--- src/rtl/ilv_xlate_pkg.sv ---
package ilv_xlate_pkg;
  localparam int unsigned GRAN_LSB = 8;
  localparam int unsigned IG_MAX   = 6;

  typedef enum logic [3:0] {
    WAYS_1  = 4'd0,
    WAYS_2  = 4'd1,
    WAYS_4  = 4'd2,
    WAYS_8  = 4'd3,
    WAYS_16 = 4'd4,
    WAYS_3  = 4'd8,
    WAYS_6  = 4'd9,
    WAYS_12 = 4'd10
  } ways_code_e;

  function automatic logic is_pow2_code(input logic [3:0] c, input logic sup16);
    return (c <= 4'(WAYS_8)) || (sup16 && c == 4'(WAYS_16));
  endfunction

  function automatic logic is_x3_code(input logic [3:0] c, input logic sup3);
    return sup3 && (c >= 4'(WAYS_3)) && (c <= 4'(WAYS_12));
  endfunction
endpackage

--- src/rtl/ilv_range_chk.sv ---
module ilv_range_chk #(
  parameter int unsigned AW = 52
) (
  input  logic [AW-1:0] addr_i,
  input  logic [AW-1:0] base_i,
  input  logic [AW-1:0] size_i,
  output logic          in_range_o,
  output logic [AW-1:0] offset_o
);
  logic [AW:0] limit;

  assign limit      = {1'b0, base_i} + {1'b0, size_i};
  assign in_range_o = (addr_i >= base_i) && ({1'b0, addr_i} < limit);
  assign offset_o   = addr_i - base_i;
endmodule

--- src/rtl/ilv_div3.sv ---
module ilv_div3 #(
  parameter int unsigned W = 52
) (
  input  logic [W-1:0] x_i,
  output logic [W-1:0] q_o
);
  // restoring long division by the constant 3, MSB first
  always_comb begin
    logic [1:0] rem;
    logic [2:0] part;
    rem = 2'd0;
    q_o = '0;
    for (int i = W - 1; i >= 0; i--) begin
      part = {rem, x_i[i]};
      if (part >= 3'd3) begin
        q_o[i] = 1'b1;
        rem    = 2'(part - 3'd3);
      end else begin
        rem    = part[1:0];
      end
    end
  end
endmodule

--- src/rtl/ilv_offset_map.sv ---
module ilv_offset_map
  import ilv_xlate_pkg::*;
#(
  parameter int unsigned AW    = 52,
  parameter bit          SUP3  = 1'b1,
  parameter bit          SUP16 = 1'b1
) (
  input  logic [AW-1:0] offset_i,
  input  logic [3:0]    ig_i,
  input  logic [3:0]    iw_i,
  output logic [AW-1:0] mapped_o,
  output logic          legal_o
);
  logic          x3, p2;
  logic [2:0]    k;
  logic [4:0]    gran_sh, sel_sh;
  logic [AW-1:0] upper, upper_div3, upper_sel, low_mask;

  assign x3      = is_x3_code(iw_i, SUP3);
  assign p2      = is_pow2_code(iw_i, SUP16);
  assign legal_o = (x3 || p2) && (ig_i <= 4'(IG_MAX));
  assign k       = x3 ? 3'(iw_i - 4'(WAYS_3)) : iw_i[2:0];
  assign gran_sh = 5'(GRAN_LSB) + 5'(ig_i);
  assign sel_sh  = gran_sh + 5'(k);
  assign upper   = offset_i >> sel_sh;
  assign low_mask = (AW'(1) << gran_sh) - AW'(1);

  ilv_div3 #(.W(AW)) u_div3 (
    .x_i (upper),
    .q_o (upper_div3)
  );

  assign upper_sel = x3 ? upper_div3 : upper;
  assign mapped_o  = (upper_sel << gran_sh) | (offset_i & low_mask);
endmodule

--- src/rtl/ilv_addr_xlate.sv ---
module ilv_addr_xlate #(
  parameter int unsigned AW    = 52,
  parameter bit          SUP3  = 1'b1,
  parameter bit          SUP16 = 1'b1
) (
  input  logic          clk_i,
  input  logic          rst_ni,
  input  logic          req_valid_i,
  input  logic [AW-1:0] hpa_i,
  input  logic [AW-1:0] dec_base_i,
  input  logic [AW-1:0] dec_size_i,
  input  logic [AW-1:0] dpa_base_i,
  input  logic [3:0]    ig_i,
  input  logic [3:0]    iw_i,
  output logic          rsp_valid_o,
  output logic [AW-1:0] dpa_o,
  output logic          hit_o,
  output logic          miss_o,
  output logic          cap_3x_o,
  output logic          cap_16_o
);
  logic          in_range, legal, hit_d;
  logic [AW-1:0] offset, mapped;

  ilv_range_chk #(.AW(AW)) u_range (
    .addr_i     (hpa_i),
    .base_i     (dec_base_i),
    .size_i     (dec_size_i),
    .in_range_o (in_range),
    .offset_o   (offset)
  );

  ilv_offset_map #(.AW(AW), .SUP3(SUP3), .SUP16(SUP16)) u_map (
    .offset_i (offset),
    .ig_i     (ig_i),
    .iw_i     (iw_i),
    .mapped_o (mapped),
    .legal_o  (legal)
  );

  assign hit_d = req_valid_i && in_range && legal;

  always_ff @(posedge clk_i or negedge rst_ni) begin
    if (!rst_ni) begin
      rsp_valid_o <= 1'b0;
      hit_o       <= 1'b0;
      miss_o      <= 1'b0;
      dpa_o       <= '0;
    end else begin
      rsp_valid_o <= req_valid_i;
      hit_o       <= hit_d;
      miss_o      <= req_valid_i && !hit_d;
      dpa_o       <= hit_d ? (dpa_base_i + mapped) : '0;
    end
  end

  assign cap_3x_o = SUP3;
  assign cap_16_o = SUP16;
endmodule

--- config.mk ---
export PLATFORM = sky130hd
export DESIGN_NAME = ilv_addr_xlate
export DESIGN_NICKNAME = d
export VERILOG_FILES = /design/src/rtl/ilv_xlate_pkg.sv /design/src/rtl/ilv_range_chk.sv /design/src/rtl/ilv_div3.sv /design/src/rtl/ilv_offset_map.sv /design/src/rtl/ilv_addr_xlate.sv
export SDC_FILE = /design/constraint.sdc
export NUM_CORES = 1
export LEC_CHECK = 0
export BUFFER_PORTS_ARGS = -buffer_cell sky130_fd_sc_hd__buf_2
export CAP_MARGIN = 20
export CELL_PAD_IN_SITES_DETAIL_PLACEMENT = 2
export CELL_PAD_IN_SITES_GLOBAL_PLACEMENT = 2
export CORE_UTILIZATION = 35
export DETAILED_ROUTE_END_ITERATION = 8
export MAX_ROUTING_LAYER = met4
export PLACE_DENSITY_LB_ADDON = 0.12
export SYNTH_ARGS = -nofsm -noshare
export SYNTH_HDL_FRONTEND = slang
export SYNTH_HIERARCHICAL = 1
export SYNTH_SLANG_ARGS = --single-unit
--- constraint.sdc ---
create_clock -name clk_i -period 0.8 [get_ports clk_i]
set_input_delay 0.04 -clock clk_i [delete_from_list [all_inputs] [get_ports clk_i]]
set_output_delay 0.04 -clock clk_i [all_outputs]
set_load 0.005 [all_outputs]
==> key figures, run 1 <==
Run status
  – Last step reached: 3_5_place_dp
  – Status: aborted with a tool error
  – Error: [ERROR DPL-0033] detailed placement checks failed during check placement.

Placed design
  – Input/output buffers: 273
  – RePlAce Congestion: 1.010
  – Hpwl dp: 127100 µm

Floorplan
  – # IOs: 276
  – Die span in y: 262.4 µm
  – Rows: 95
  – Die X: 262.4 µm
  – Initial Utilization: 35.35%

Logic synthesis
  – Post-Synthesis Cells: 3168
  – Mapped cell area: 23740 µm²
  – Avg Cell Area, Syn: 7.494 µm²
  – Warnings from Yosys: 6
==> stage by stage <==
stage	instance area, µm²	hold WS [ns]
after global placement	36800	0.05210
after floorplan	24730	-0.2556
==> run 2: changes to the inputs <==
Settings changed: CELL_PAD_IN_SITES_DETAIL_PLACEMENT 2 to default, CELL_PAD_IN_SITES_GLOBAL_PLACEMENT 2 to default, CORE_UTILIZATION 35 to 20, MAX_ROUTING_LAYER met4 to default, PLACE_DENSITY_LB_ADDON 0.12 to 0.15.
==> run 2 against run 1 <==
- the flow now finishes, with violations (setup timing)
- area after synthesis did not move
- synthesized cell count did not move
==> key figures, run 2 <==
Floorplan
  – Die span in y: 346.5 µm (was 262.4 µm)
  – Initial Utilization: 20.13% (was 35.35%)
  – # IOs: 276 (unchanged)
  – Die area: 120100 µm²
  – Rows: 126 (was 95)
  – Die X: 346.5 µm (was 262.4 µm)
  – Core area: 117900 µm²

Detailed routing
  – Vias: 30259
  – DRT Pass-1 Iters: 5
  – DR vias/cell: 4.741
  – DR DRC count: 0
  – Wire per inst: 17.30 µm
  – DR iter-0 viols: 1274
  – Post-route ant nets: 0
  – Drt total wl: 110400 µm

Clock tree
  – CTS Buf Count: 5
  – CTS sink cnt: 55
  – CTS tree: done
  – CTS H-Tree Depth: 2
  – Max clock buf depth: 2
  – Clock transition at path regs: 0.08 ns
  – CTS Root Buffer Type: clkbuf_16

Setup path
  – Max stage delay on crit path: 0.50 ns
  – Most used cell, CP: ha_4
  – Crit-path max FO: 6
  – Crit Path Category: in2reg
  – Crit start category: primary input
  – Worst path required time: 1.04 ns
  – Arr. time, crit path: 43.63 ns
  – CP endpoint kind: flip-flop
  – Slowest cell on the critical path: mux4_2

Placed design
  – Inst Count DP: 6247
  – Cell Area, Placed: 37910 µm²
  – Hpwl dp: 95300 µm (was 127100 µm)
  – RePlAce Congestion: 0.8750 (was 1.010)
  – Input/output buffers: 273 (unchanged)
  – Placement Setup Slack: -44.14 ns

Cells and area
  – Max reg flops: 52
  – Fraction of layout cells with a size suffix above 1: 49.76%
  – Multi-input gate area: 23740 µm²
  – Fill count: 12631
  – Most common cell after layout, fill and taps aside: buf_4
  – Post-layout util: 34.67%
  – Sequential cell area: 1376 µm²
  – Finished Cell Area: 40880 µm²
  – Nets@finish: 5328
  – Layout Cells excl Fill: 6382
  – Largest register by flop count: dpa_o
  – Commonest cells after routing, fill and taps aside: buf_4, buf_2, a21oi_1
  – Area Overhead vs Synth: 72.21%

Logic synthesis
  – Mapped cell area: 23740 µm² (unchanged)
  – Post-Synthesis Cells: 3168 (unchanged)
  – Avg Cell Area, Syn: 7.494 µm² (unchanged)
  – Warnings from Yosys: 6 (unchanged)

STA
  – Setup ws final: -42.59 ns
  – Unrepaired setup endpoints after global routing: yes
  – Fin crit share: 5424%
  – Slew HR: 40.73%
  – Final setup vio count: 109
  – Tightest Pin Transition: 0.8838 ns
  – Slew Limit Fails: 0
  – Fmax: 23.05 MHz
  – Final Hold Vio Count: 0
  – Minimum clock period: 43.39 ns

Global route
  – Antenna violations before repair: 4
  – Global-route wire length before repair: 169800 µm
  – Largest net degree at the start of global routing: 60
  – Total GRT Usage: 17.54%
  – Vias in the first global route: 29956
  – Grt ovf: 0

Run status
  – Failing checks: setup timing
  – Status: finished, violations left (was aborted with a tool error)

Job
  – Max-cap violations: 0

Hold path
  – Hold Crit Class: in2reg
run 2: critical path: cells and delay by family:
| family | cells | cell delay [ns] |
|---|---|---|
| AOI/OAI and AO/OA | 104 | 17.43 |
| and+or+nand+nor | 79 | 10.95 |
| adders and majority gates | 47 | 9.15 |
| muxes | 21 | 4.25 |
| buffers and inverters | 19 | 1.52 |
| xor gates and xnor gates | 1 | 0.15 |
run 2: per-layer routing:
metal,share of wire [%],GRT usage [%],vias to the layer above
li1,-,-,15416
met1,49,24.73,14274
met2,47,30.12,520
met3,2.7,0.8702,47
met4,0.93,1.914,2
met5,0.012,0,-
run 2: what timing repair did:
action,4_1_cts,5_1_grt
pin swaps,93,192
hold buffers,2,0
endpoints found under the hold margin,56,0
setup buffers,56,74
setup endpoints to repair,109,109
resized for setup,125,250
run 2: final timing paths:
kind / start / endpoint / slack (ns) / cells after the start
setup / recovery: hpa_i[1] / dpa_o[51]$_DFF_PN0_ / -42.59 / 271
hold / removal: dpa_base_i[0] / dpa_o[0]$_DFF_PN0_ / 0.07 / 3
max in group asynchronous: rst_ni / dpa_o[48]$_DFF_PN0_ / 0.26 / 3
min in group asynchronous: rst_ni / dpa_o[8]$_DFF_PN0_ / 0.26 / 3
run 2: stage by stage:
step	hold slack (ns)	TNS (ns)
global placement	0.06462	-1919.22
global route	0.08125	-2010.14
CTS	0.06014	-1916.51
finish	0.06738	-1892.47
detailed placement	0.06389	-1965.34
floorplan	-0.2556	-1985.69
run 2: layout make-up:
| cell class | instances | share of cell area [%] |
|---|---|---|
| Tap cell | 1536 | 4.701 |
| Clock inverter | 2 | 0.09181 |
| Timing Repair Buffer | 1805 | 31.94 |
| Antenna cell | 1 | 0.006121 |
| Sequential cell | 55 | 3.366 |
| Inverter | 164 | 1.524 |
| Multi-Input combinational cell | 2814 | 58.06 |
| Clock buffer | 5 | 0.3060 |
Power of run 2 is left out: the tool's default activity adds up to more than one toggle a clock period on the data nets, which glitch-free logic cannot reach.
==> run 3: changes to the inputs <==
Settings changed: CORE_UTILIZATION 20 to 60.
==> run 3 against run 2 <==
- the flow now stops in 4_1_cts
- area after synthesis is the same
- synthesized cell count unchanged
==> key figures, run 3 <==
Placed design
  – Cell Area, Placed: 35540 µm² (was 37910 µm²)
  – Hpwl dp: 98580 µm (was 95300 µm)
  – RePlAce Congestion: 1.120 (was 0.8750)
  – Inst Count DP: 5083 (was 6247)
  – Input/output buffers: 273 (unchanged)

Clock tree
  – CTS Root Buffer Type: clkbuf_16 (unchanged)
  – CTS sink cnt: 55 (unchanged)
  – CTS H-Tree Depth: 2 (unchanged)
  – CTS resizes: 325 (was 125)
  – Hold_buf cts: 2 (unchanged)
  – CTS Buf Count: 5 (unchanged)
  – # Post-CTS Setup Buffers: 181 (was 56)
  – Max clock buf depth: 2 (unchanged)

Run status
  – Error: [ERROR DPL-0033] detailed placement checks failed during check placement.
  – Status: aborted with a tool error (was finished, violations left)
  – Last step reached: 4_1_cts

Logic synthesis
  – Mapped cell area: 23740 µm² (unchanged)
  – Warnings from Yosys: 6 (unchanged)
  – Post-Synthesis Cells: 3168 (unchanged)
  – Avg Cell Area, Syn: 7.494 µm² (unchanged)

Floorplan
  – Initial Utilization: 61.14% (was 20.13%)
  – # IOs: 276 (unchanged)
  – Rows: 72 (was 126)
  – Die span in y: 200.9 µm (was 346.5 µm)
  – Die X: 200.9 µm (was 346.5 µm)
## run 3: metrics by stage
| stage | setup slack [ns] | hold slack (ns) |
|---|---|---|
| 2_1_floorplan | -44.76 | -0.2556 |
| 3_3_place_gp | -41.72 | -0.08128 |
| 3_5_place_dp | -46.64 | -0.07300 |
